## config.mk

```make
export PLATFORM = sky130hd
export DESIGN_NAME = hsl_lock_bank
export DESIGN_NICKNAME = d
export VERILOG_FILES = /design/src/rtl/hsl_pkg.sv /design/src/rtl/hsl_addr_decode.sv /design/src/rtl/hsl_port_stage.sv /design/src/rtl/hsl_rsp_reg.sv /design/src/rtl/hsl_lock_bank.sv
export SDC_FILE = /design/constraint.sdc
export NUM_CORES = 1
export LEC_CHECK = 0
export BUFFER_PORTS_ARGS = -buffer_cell sky130_fd_sc_hd__buf_2
export CELL_PAD_IN_SITES_DETAIL_PLACEMENT = 0
export CELL_PAD_IN_SITES_GLOBAL_PLACEMENT = 2
export CORE_MARGIN = 1
export CORE_UTILIZATION = 25
export CTS_CLUSTER_DIAMETER = 150
export DETAILED_ROUTE_END_ITERATION = 7
export GPL_TIMING_DRIVEN = 0
export PLACE_DENSITY = 0.74
export SYNTH_ARGS = -nofsm -noshare
export SYNTH_HDL_FRONTEND = slang
export SYNTH_SLANG_ARGS = --single-unit
```

## constraint.sdc

```tcl
create_clock -name clk -period 4.01 [get_ports clk]
set_input_delay 0.6015 -clock clk [delete_from_list [all_inputs] [get_ports clk]]
set_output_delay 0.6015 -clock clk [all_outputs]
set_load 0.05 [all_outputs]
```

## src/rtl/hsl_pkg.sv

```systemverilog
package hsl_pkg;

  localparam int DATA_W    = 32;
  localparam int SYS_OFS   = 'h000;
  localparam int STAT_OFS  = 'h010;
  localparam int LOCK_BASE = 'h100;
  localparam int CODE_LSB  = 28;

  typedef enum logic [1:0] {
    AK_NONE,
    AK_SYS,
    AK_STAT,
    AK_LOCK
  } acc_kind_e;

  // Encoded lock count: 32 -> 1, 64 -> 2, 128 -> 3, 256 -> 4
  function automatic logic [3:0] cfg_code(input int n_locks);
    return 4'($clog2(n_locks) - 4);
  endfunction

endpackage

```

## src/rtl/hsl_addr_decode.sv

```systemverilog
module hsl_addr_decode
  import hsl_pkg::*;
#(
  parameter int ADDR_W  = 12,
  parameter int N_LOCKS = 64,
  parameter int IDX_W   = $clog2(N_LOCKS)
) (
  input  logic [ADDR_W-1:0] addr,
  output acc_kind_e         kind,
  output logic [IDX_W-1:0]  idx
);

  localparam int LOCK_END = LOCK_BASE + 4 * N_LOCKS;

  logic [ADDR_W-1:0] rel;
  logic [31:0]       a32;

  always_comb begin
    a32 = 32'(addr);
    rel = addr - ADDR_W'(LOCK_BASE);
    idx = rel[IDX_W+1:2];
    if (addr[1:0] != 2'b00) begin
      kind = AK_NONE;
    end else if (a32 == 32'(SYS_OFS)) begin
      kind = AK_SYS;
    end else if (a32 == 32'(STAT_OFS)) begin
      kind = AK_STAT;
    end else if (a32 >= 32'(LOCK_BASE) && a32 < 32'(LOCK_END)) begin
      kind = AK_LOCK;
    end else begin
      kind = AK_NONE;
    end
  end

endmodule

```

## src/rtl/hsl_port_stage.sv

```systemverilog
module hsl_port_stage
  import hsl_pkg::*;
#(
  parameter int N_LOCKS = 64,
  parameter int IDX_W   = $clog2(N_LOCKS)
) (
  input  logic [N_LOCKS-1:0] st_in,
  input  logic               vld,
  input  logic               wr,
  input  acc_kind_e          kind,
  input  logic [IDX_W-1:0]   idx,
  input  logic [DATA_W-1:0]  wdata,
  input  logic [DATA_W-1:0]  sys_word,
  output logic [N_LOCKS-1:0] st_out,
  output logic [DATA_W-1:0]  rdata
);

  localparam int SHOWN = (N_LOCKS < DATA_W) ? N_LOCKS : DATA_W;

  logic [DATA_W-1:0] stat_w;

  always_comb begin
    stat_w            = '0;
    stat_w[SHOWN-1:0] = st_in[SHOWN-1:0];
  end

  // Applies this port's access on top of the state left by lower ports
  always_comb begin
    st_out = st_in;
    rdata  = '0;
    if (vld) begin
      case (kind)
        AK_SYS:  if (!wr) rdata = sys_word;
        AK_STAT: if (!wr) rdata = stat_w;
        AK_LOCK: begin
          if (wr) begin
            if (wdata == '0) st_out[idx] = 1'b0;
          end else begin
            rdata       = {{(DATA_W-1){1'b0}}, st_in[idx]};
            st_out[idx] = 1'b1;
          end
        end
        default: ;
      endcase
    end
  end

endmodule

```

## src/rtl/hsl_rsp_reg.sv

```systemverilog
module hsl_rsp_reg
  import hsl_pkg::*;
#(
  parameter int N_PORTS = 3
) (
  input  logic                      clk,
  input  logic                      rst_n,
  input  logic [N_PORTS-1:0]        acc,
  input  logic [N_PORTS*DATA_W-1:0] rdata_in,
  output logic [N_PORTS-1:0]        rsp_valid,
  output logic [N_PORTS*DATA_W-1:0] rsp_rdata
);

  for (genvar p = 0; p < N_PORTS; p++) begin : g_port
    always_ff @(posedge clk) begin
      if (!rst_n) begin
        rsp_valid[p]                  <= 1'b0;
        rsp_rdata[p*DATA_W +: DATA_W] <= '0;
      end else begin
        rsp_valid[p]                  <= acc[p];
        rsp_rdata[p*DATA_W +: DATA_W] <= acc[p] ? rdata_in[p*DATA_W +: DATA_W] : '0;
      end
    end
  end

endmodule

```

## src/rtl/hsl_lock_bank.sv

```systemverilog
module hsl_lock_bank
  import hsl_pkg::*;
#(
  parameter int N_PORTS = 3,
  parameter int N_LOCKS = 64,
  parameter int ADDR_W  = 12
) (
  input  logic                      clk,
  input  logic                      rst_n,
  input  logic [N_PORTS-1:0]        req_valid,
  output logic [N_PORTS-1:0]        req_ready,
  input  logic [N_PORTS-1:0]        req_write,
  input  logic [N_PORTS*ADDR_W-1:0] req_addr,
  input  logic [N_PORTS*DATA_W-1:0] req_wdata,
  output logic [N_PORTS-1:0]        rsp_valid,
  output logic [N_PORTS*DATA_W-1:0] rsp_rdata
);

  localparam int                IDX_W    = $clog2(N_LOCKS);
  localparam logic [DATA_W-1:0] SYS_WORD = DATA_W'(cfg_code(N_LOCKS)) << CODE_LSB;

  logic [N_LOCKS-1:0]               lock_q;
  logic [N_PORTS:0][N_LOCKS-1:0]    chain;
  logic [N_PORTS-1:0]               acc;
  logic [N_PORTS*DATA_W-1:0]        rdata_c;
  logic                             rdy_q;

  always_ff @(posedge clk) begin
    if (!rst_n) rdy_q <= 1'b0;
    else        rdy_q <= 1'b1;
  end

  assign req_ready = {N_PORTS{rdy_q}};
  assign acc       = req_valid & req_ready;
  assign chain[0]  = lock_q;

  for (genvar p = 0; p < N_PORTS; p++) begin : g_stage
    acc_kind_e        kind;
    logic [IDX_W-1:0] idx;

    hsl_addr_decode #(
      .ADDR_W (ADDR_W),
      .N_LOCKS(N_LOCKS),
      .IDX_W  (IDX_W)
    ) u_dec (
      .addr(req_addr[p*ADDR_W +: ADDR_W]),
      .kind(kind),
      .idx (idx)
    );

    hsl_port_stage #(
      .N_LOCKS(N_LOCKS),
      .IDX_W  (IDX_W)
    ) u_stage (
      .st_in   (chain[p]),
      .vld     (acc[p]),
      .wr      (req_write[p]),
      .kind    (kind),
      .idx     (idx),
      .wdata   (req_wdata[p*DATA_W +: DATA_W]),
      .sys_word(SYS_WORD),
      .st_out  (chain[p+1]),
      .rdata   (rdata_c[p*DATA_W +: DATA_W])
    );
  end

  always_ff @(posedge clk) begin
    if (!rst_n) lock_q <= '0;
    else        lock_q <= chain[N_PORTS];
  end

  hsl_rsp_reg #(
    .N_PORTS(N_PORTS)
  ) u_rsp (
    .clk      (clk),
    .rst_n    (rst_n),
    .acc      (acc),
    .rdata_in (rdata_c),
    .rsp_valid(rsp_valid),
    .rsp_rdata(rsp_rdata)
  );

endmodule

```

==> impl_metrics.tcl, run 1 <==
set metrics [dict create \
    final_net_count 1804 \
    final_critical_path_setup_slack_ns 0.04531 \
    asyncSetResetFlopFracSynth 0 \
    static-leakage-power_nw 4.819 \
    register_clock_pin_slew_on_the_reported_worst_setup_and_hold_paths_ns 0.07 \
    grt_pass1_wl_um 88460 \
    cts_tree "yes" \
    placed_cells_incl_taps 2161 \
    cp_max_fo 11 \
    topRoutingLayerUsed "met5" \
    portBuffers 236 \
    dieWidth_um 204.3 \
    syn_area_per_cell_um2 7.329 \
    grt_max_degree 17 \
    worst_ep_required_time_ns 4.33 \
    final_cells 2203 \
    synth.largest_area_cell "dfxtp_1" \
    via_count 12990 \
    drc 0 \
    critPathArrivalTime_ns 4.29 \
    regToRegStartpoint "rdy_q$_DFF_P_" \
    finalSetupTns_ns 0 \
    timing.hold.worst_path_depth 1 \
    syn_inst 1396 \
    max_cap_violations 1 \
    avgViaCountPerCell 5.897 \
    clockBufferDepth 2 \
    drt-pass1-iter-count 8 \
    post_synth_num_cell_types 74 \
    critPathLaunchType "flip-flop" \
    synthDominantCellAreaShare 0.3209 \
    failed_checks "max-capacitance violations, max-slew violations" \
    groute.usage.overall 0.3022 \
    post-synth-top-count-cell "a21oi_1" \
    setup.reg_to_reg.worst_slack_ns 0.05 \
    crit_type "reg -> reg" \
    initial_utilization 0.2557 \
    holdCritPathClass "in -> reg" \
    postCtsHoldBufs 0 \
    worstSetupEndpointType "flip-flop" \
    drtAntennaViolNets 0 \
    synth.yosys.seq_area_share 0.3209 \
    dr_wl_met2_um 26790 \
    remaining_max_slew_budget_at_the_tightest_pin -0.01921 \
    mappedNetlistNets 1536 \
    clk_sink_count 164 \
    post-route-period-util 0.9887 \
    tightest_slew_ns 1.517 \
    synth-edff-count 0 \
    ys_ff_latch 164 \
    power.ir.vdd_worst_uv 286.9 \
    wl_per_cell_um 29.14 \
    post_route_cells_drive_above_1_share 0.2248 \
    yosysWarnings 0 \
    worst_skew_pair.late_latency_ns 0.46 \
    chipHeight_um 204.3 \
    core_area_mm2 0.04001 \
    clock_skew_ns 0.01051 \
    cts-buffers-inserted 17 \
    floorplan.rows 73 \
    hold_viol 0 \
    preCtsSetupSlack_ns -1.126 \
    timing.final.max_slew_violations 8 \
    hpwlAfterDp_um 49160 \
    global_route.overflow_total 0 \
    run_status "finished with violations" \
    syn-cell-area_mm2 0.01023 \
    wl_met3_um 7288 \
    ff2ff_path_depth 10 \
    htree_num_levels 4 \
    finalSetupViolCount 0 \
    route.final.wire_length_um 64200 \
    layout-area-overhead-vs-synth_pct 27.85 \
    period_minus_slack_ns 3.965 \
    grt_setup_unrepaired "no" \
    cts_root_buf "clkbuf_16" \
    hold_path_startpoint "rst_n" \
    power-per-cell-area_mw_per_mm2 306.2 \
    ios 242 \
    synth.top_cells.by_count "a21oi_1, dfxtp_1, nor2_1" \
    crit_start "rdy_q$_DFF_P_" \
    die-area_mm2 0.04174 \
    via_count_of_the_first_global_routing_pass 12031 \
    dominantRegCellSynth "dfxtp_1" \
    post_synth_main_area_contributors "dfxtp_1, a21oi_1, nor2_1" \
    power.total_mw 4.005 \
    clock.fmax_mhz 252.2 \
    finalWeightedCongestion 0.9563 \
    antenna_found_initial 3 \
    drt-initial-drc-count 1741 \
    wl_met1_um 27330 \
]
[power breakdown]
part	internal (mW)	switching, mW	total [mW]	leakage, nW
clock network	1.12	0.767	1.89	0.327
logic	0.147	0.334	0.481	3.17
registers	1.63	0.00334	1.63	1.32
[per-layer routing]
layer / GRT usage / vias up
li1: - / 5728
met1: 0.4094 / 6196
met2: 0.4450 / 920
met3: 0.08450 / 144
met4: 0.1258 / 2
met5: 0 / -
[state kept, by name, indices dropped and copies added, names as in the netlist]
register         cells
u_rsp.rsp_rdata     96
lock_q              64
u_rsp.rsp_valid      3
rdy_q                1
[layout make-up]
type                    instances  area, um2
diodes                          1      2.502
fillers                      4398      26930
clock buffers                  17      425.4
inverters                      11      45.04
well taps                     525      656.9
multi-input cells            1094       6614
plain buffers                 127      535.5
clock inverters                15      239.0
flip-flops and latches        164       3284
repair buffers                249       1277
[through the flow]
step	hold WS, ns	util	cell area [um2]
CTS	0.2788	0.3233	12930
floorplan	0.4523	-	10230
global placement	0.5009	0.3017	12070
detailed placement	0.5060	0.3031	12130
finish	0.2807	0.3270	13080
global route	0.2784	0.3269	13080
[logic make-up (layout without fill, tap and decap cells)]
| kind of cell | after synthesis | count (layout) | share of synthesized area |
|---|---|---|---|
| other | 0 | 1 | 0 |
| xor gates and xnor gates | 3 | 3 | 0.002569 |
| muxes | 9 | 9 | 0.009172 |
| buffers and inverters | 138 | 419 | 0.05356 |
| DFF | 164 | 164 | 0.3209 |
| and+or+nand+nor | 593 | 593 | 0.3098 |
| AOI/OAI and AO/OA | 489 | 489 | 0.3040 |
[worst max-delay path, stage by stage (launching register included)]
cell,delay (ns)
dfxtp_2,0.55
nor4bb_4,0.49
nand3_1,0.24
nor3_4,0.45
clkbuf_1,0.57
a31oi_1,0.39
o22ai_1,0.23
a211oi_1,0.08
o211a_1,0.16
nor4_1,0.48
o41ai_2,0.17
[final timing paths]
check                                    to
max          u_rsp.rsp_rdata[32]$_SDFF_PN0_
min                           rdy_q$_DFF_P_
max reg2reg  u_rsp.rsp_rdata[32]$_SDFF_PN0_
min reg2reg   u_rsp.rsp_rdata[5]$_SDFF_PN0_
[placed cells by master, fill, tap and decap left out, types with 6 or more instances in the layout]
cell type and instances:
a211oi_1 12, a21oi_1 234, a221oi_1 25, a22o_1 9, a22oi_1 54, a311oi_1 7, a31oi_1 38, a41oi_1 8
and2_1 42, and3_1 18, and3b_1 7, buf_1 8, buf_2 247, buf_4 13, clkbuf_1 83, clkbuf_16 17
clkbuf_2 23, dfxtp_1 163, inv_1 9, mux2i_1 6, nand2_1 122, nand2b_1 6, nand3_1 34, nand3b_1 6
nand4_1 24, nor2_1 134, nor2b_1 63, nor3_1 27, nor3b_1 6, nor4_1 30, nor4_4 6, o21a_1 11
o21ai_0 21, o41ai_1 16, or2_2 8, or3_1 9
[what timing repair did]
action,CTS,global route
pin swaps,3,4
setup endpoints to repair,69,2
setup buffers,4,5
gates resized for setup,31,41
(Power assumes the default switching activity.)
==> run 2: changes to the inputs <==
BUFFER_PORTS_ARGS = unset   (was -buffer_cell sky130_fd_sc_hd__buf_2)
CORE_ASPECT_RATIO = 1.25   (was unset)
DONT_BUFFER_PORTS = 1   (was unset)
PLACE_DENSITY = 0.65   (was 0.74)
==> impl_metrics.tcl, run 2 (synthesis results as in run 1) <==
set metrics [dict create \
    cts_root_buf "clkbuf_16" \
    top_register_by_number_of_flip_flops "u_rsp.rsp_rdata" \
    finalSetupViolCount 0 \
    post-route-period-util 0.9883 \
    groute.usage.overall 0.2977 \
    reported_net_switching_power_mw 1.122 \
    drc 0 \
    route.final.wire_length_um 63170 \
    cts-buffers-inserted 17 \
    via_count_of_the_first_global_routing_pass 11676 \
    final_util 0.2933 \
    final_cells 1987 \
    worstSetupEndpointType "flip-flop" \
    placed_cells_incl_taps 1946 \
    crit_path_max_incr_delay_ns 0.74 \
    critPathArrivalTime_ns 4.34 \
    area.sequential_mm2 0.003284 \
    hold_viol 0 \
    grt_max_degree 18 \
    grt_pass1_wl_um 87770 \
    avgViaCountPerCell 6.163 \
    critical_path_buf_inv_count 2 \
    drt-initial-drc-count 1524 \
    fin_hold_ws_ns 0.1485 \
    fin_area_mm2 0.01180 \
    worst_ep_required_time_ns 4.39 \
    p_seq_frac 0.442 \
    core_area_mm2 0.04022 \
    finalWeightedCongestion 0.9506 \
    cts_tree "yes" \
    drtAntennaViolNets 0 \
    mostFrequentLayoutCells "a21oi_1, dfxtp_1, nor2_1" \
    registers_with_the_most_flip_flops "u_rsp.rsp_rdata x96, lock_q x64, u_rsp.rsp_valid x3" \
    critPathLaunchType "input port" \
    placedInstanceArea_mm2 0.01097 \
    register_clock_pin_slew_on_the_reported_worst_setup_and_hold_paths_ns 0.08 \
    global_route.overflow_total 0 \
    ff2ff_path_depth 10 \
    static-leakage-power_nw 3.646 \
    clock_skew_ns 0.01524 \
    floorplan.rows 82 \
    clockBufferDepth 2 \
    htree_num_levels 4 \
    timing.hold.worst_path_depth 0 \
    wl_per_cell_um 31.79 \
    cp_top_family "compound AO/OA/AOI/OAI gates" \
    portBuffers 0 \
    remaining_max_slew_budget_at_the_tightest_pin 0.1253 \
    clock.fmax_mhz 252.3 \
    holdCritPathClass "in -> reg" \
    multi_input_gate_area_mm2 0.006583 \
    relative_contribution_of_the_clock_network_to_total_power 0.452 \
    internal-power_mw 2.585 \
    dieWidth_um 182.9 \
    worst_skew_pair.late_latency_ns 0.47 \
    n_antenna_cell 0 \
    antenna_found_initial 1 \
    max_cap_violations 0 \
    largest_reg_flops 96 \
    run_status "finished, final reports clean" \
    path_cells "clkbuf_1, or3b_2, clkbuf_1, nor4_4, a21oi_1, a31oi_1, a21oi_1, a22oi_1, nand4_1, a22o_1, o41ai_2" \
    die-area_mm2 0.04174 \
    final_net_count 1568 \
    power.ir.vdd_worst_uv 342.4 \
    period_minus_slack_ns 3.963 \
    ios 242 \
    timing.final.max_slew_violations 0 \
    fillers 4535 \
    power-per-cell-area_mw_per_mm2 314.3 \
    switching_share_of_power 0.3026 \
    critical_path_slowest_stage_cell "nor4_4" \
    chipHeight_um 228.2 \
    hpwlAfterDp_um 48490 \
    clk_sink_count 164 \
    post_route_cells_drive_above_1_share 0.08397 \
    layout-area-overhead-vs-synth_pct 15.29 \
    initial_utilization 0.2544 \
    comb_power_share 0.106 \
    tightest_slew_ns 1.307 \
    via_count 12246 \
    grt_setup_unrepaired "no" \
    drt-pass1-iter-count 6 \
    path_depth 11 \
    final_common_cell "a21oi_1" \
    cp_max_fo 10 \
    crit_type "in -> reg" \
]
[run 2: path summary, 6_finish.rpt]
| check | startpoint | to | slack [ns] |
|---|---|---|---|
| worst min-delay path | rst_n | rdy_q$_DFF_P_ | 0.15 |
| worst max register to register | rdy_q$_DFF_P_ | u_rsp.rsp_rdata[32]$_SDFF_PN0_ | 0.12 |
| worst max-delay path | req_addr[5] | u_rsp.rsp_rdata[64]$_SDFF_PN0_ | 0.05 |
| worst min register to register | lock_q[6]$_SDFF_PN0_ | u_rsp.rsp_rdata[6]$_SDFF_PN0_ | 0.51 |
[run 2: routing by layer]
layer	track usage	up-vias	wire length, um
met1	0.3853	5836	25330
met3	0.06003	195	6279
li1	-	5266	-
met2	0.4638	949	28010
met4	0.1555	0	3554
met5	0	-	0
[run 2: cell type report]
type / count / share of cell area
plain buffers: 127 / 0.04413
clock buffers: 19 / 0.03840
clock inverters: 13 / 0.01114
inverters: 11 / 0.003501
multi-input cells: 1094 / 0.5581
flip-flops and latches: 164 / 0.2785
well taps: 546 / 0.05792
repair buffers: 13 / 0.008380
[run 2: worst register-to-register path, stage by stage (launching register included)]
cell	delay, ns
dfxtp_2	0.52
nor4bb_4	0.55
nand3_1	0.25
nor3_4	0.47
clkbuf_1	0.58
a311oi_1	0.19
a211oi_1	0.24
o21ai_0	0.14
o211a_1	0.16
nor4_1	0.46
o41ai_2	0.19
[run 2: stage by stage]
step                      setup TNS (ns)  power [mW]  worst slack [ns]
final                                  0       3.707           0.04700
after global routing                   0       3.813          0.003200
after CTS                              0       3.712          0.001177
after detailed placement          -14.98       2.044           -0.9434
after global placement            -72.54       2.044            -1.673
after floorplan                        0       1.899            0.5102
[run 2: timing repair]
action                     in CTS  in global routing
pin swaps                       2                  2
gates resized for setup        19                 26
setup buffers                   4                  4
setup endpoints to repair      58                  2
hold buffers                    0                  0
[run 2: power by group through the flow]
stage | logic, mW | clock network, mW | registers (mW)
after global routing | 0.406 | 1.77 | 1.64
final | 0.394 | 1.68 | 1.64
after global placement | 0.369 | 0 | 1.67
after CTS | 0.376 | 1.70 | 1.64
after detailed placement | 0.370 | 0 | 1.67
after floorplan | 0.227 | 0 | 1.67
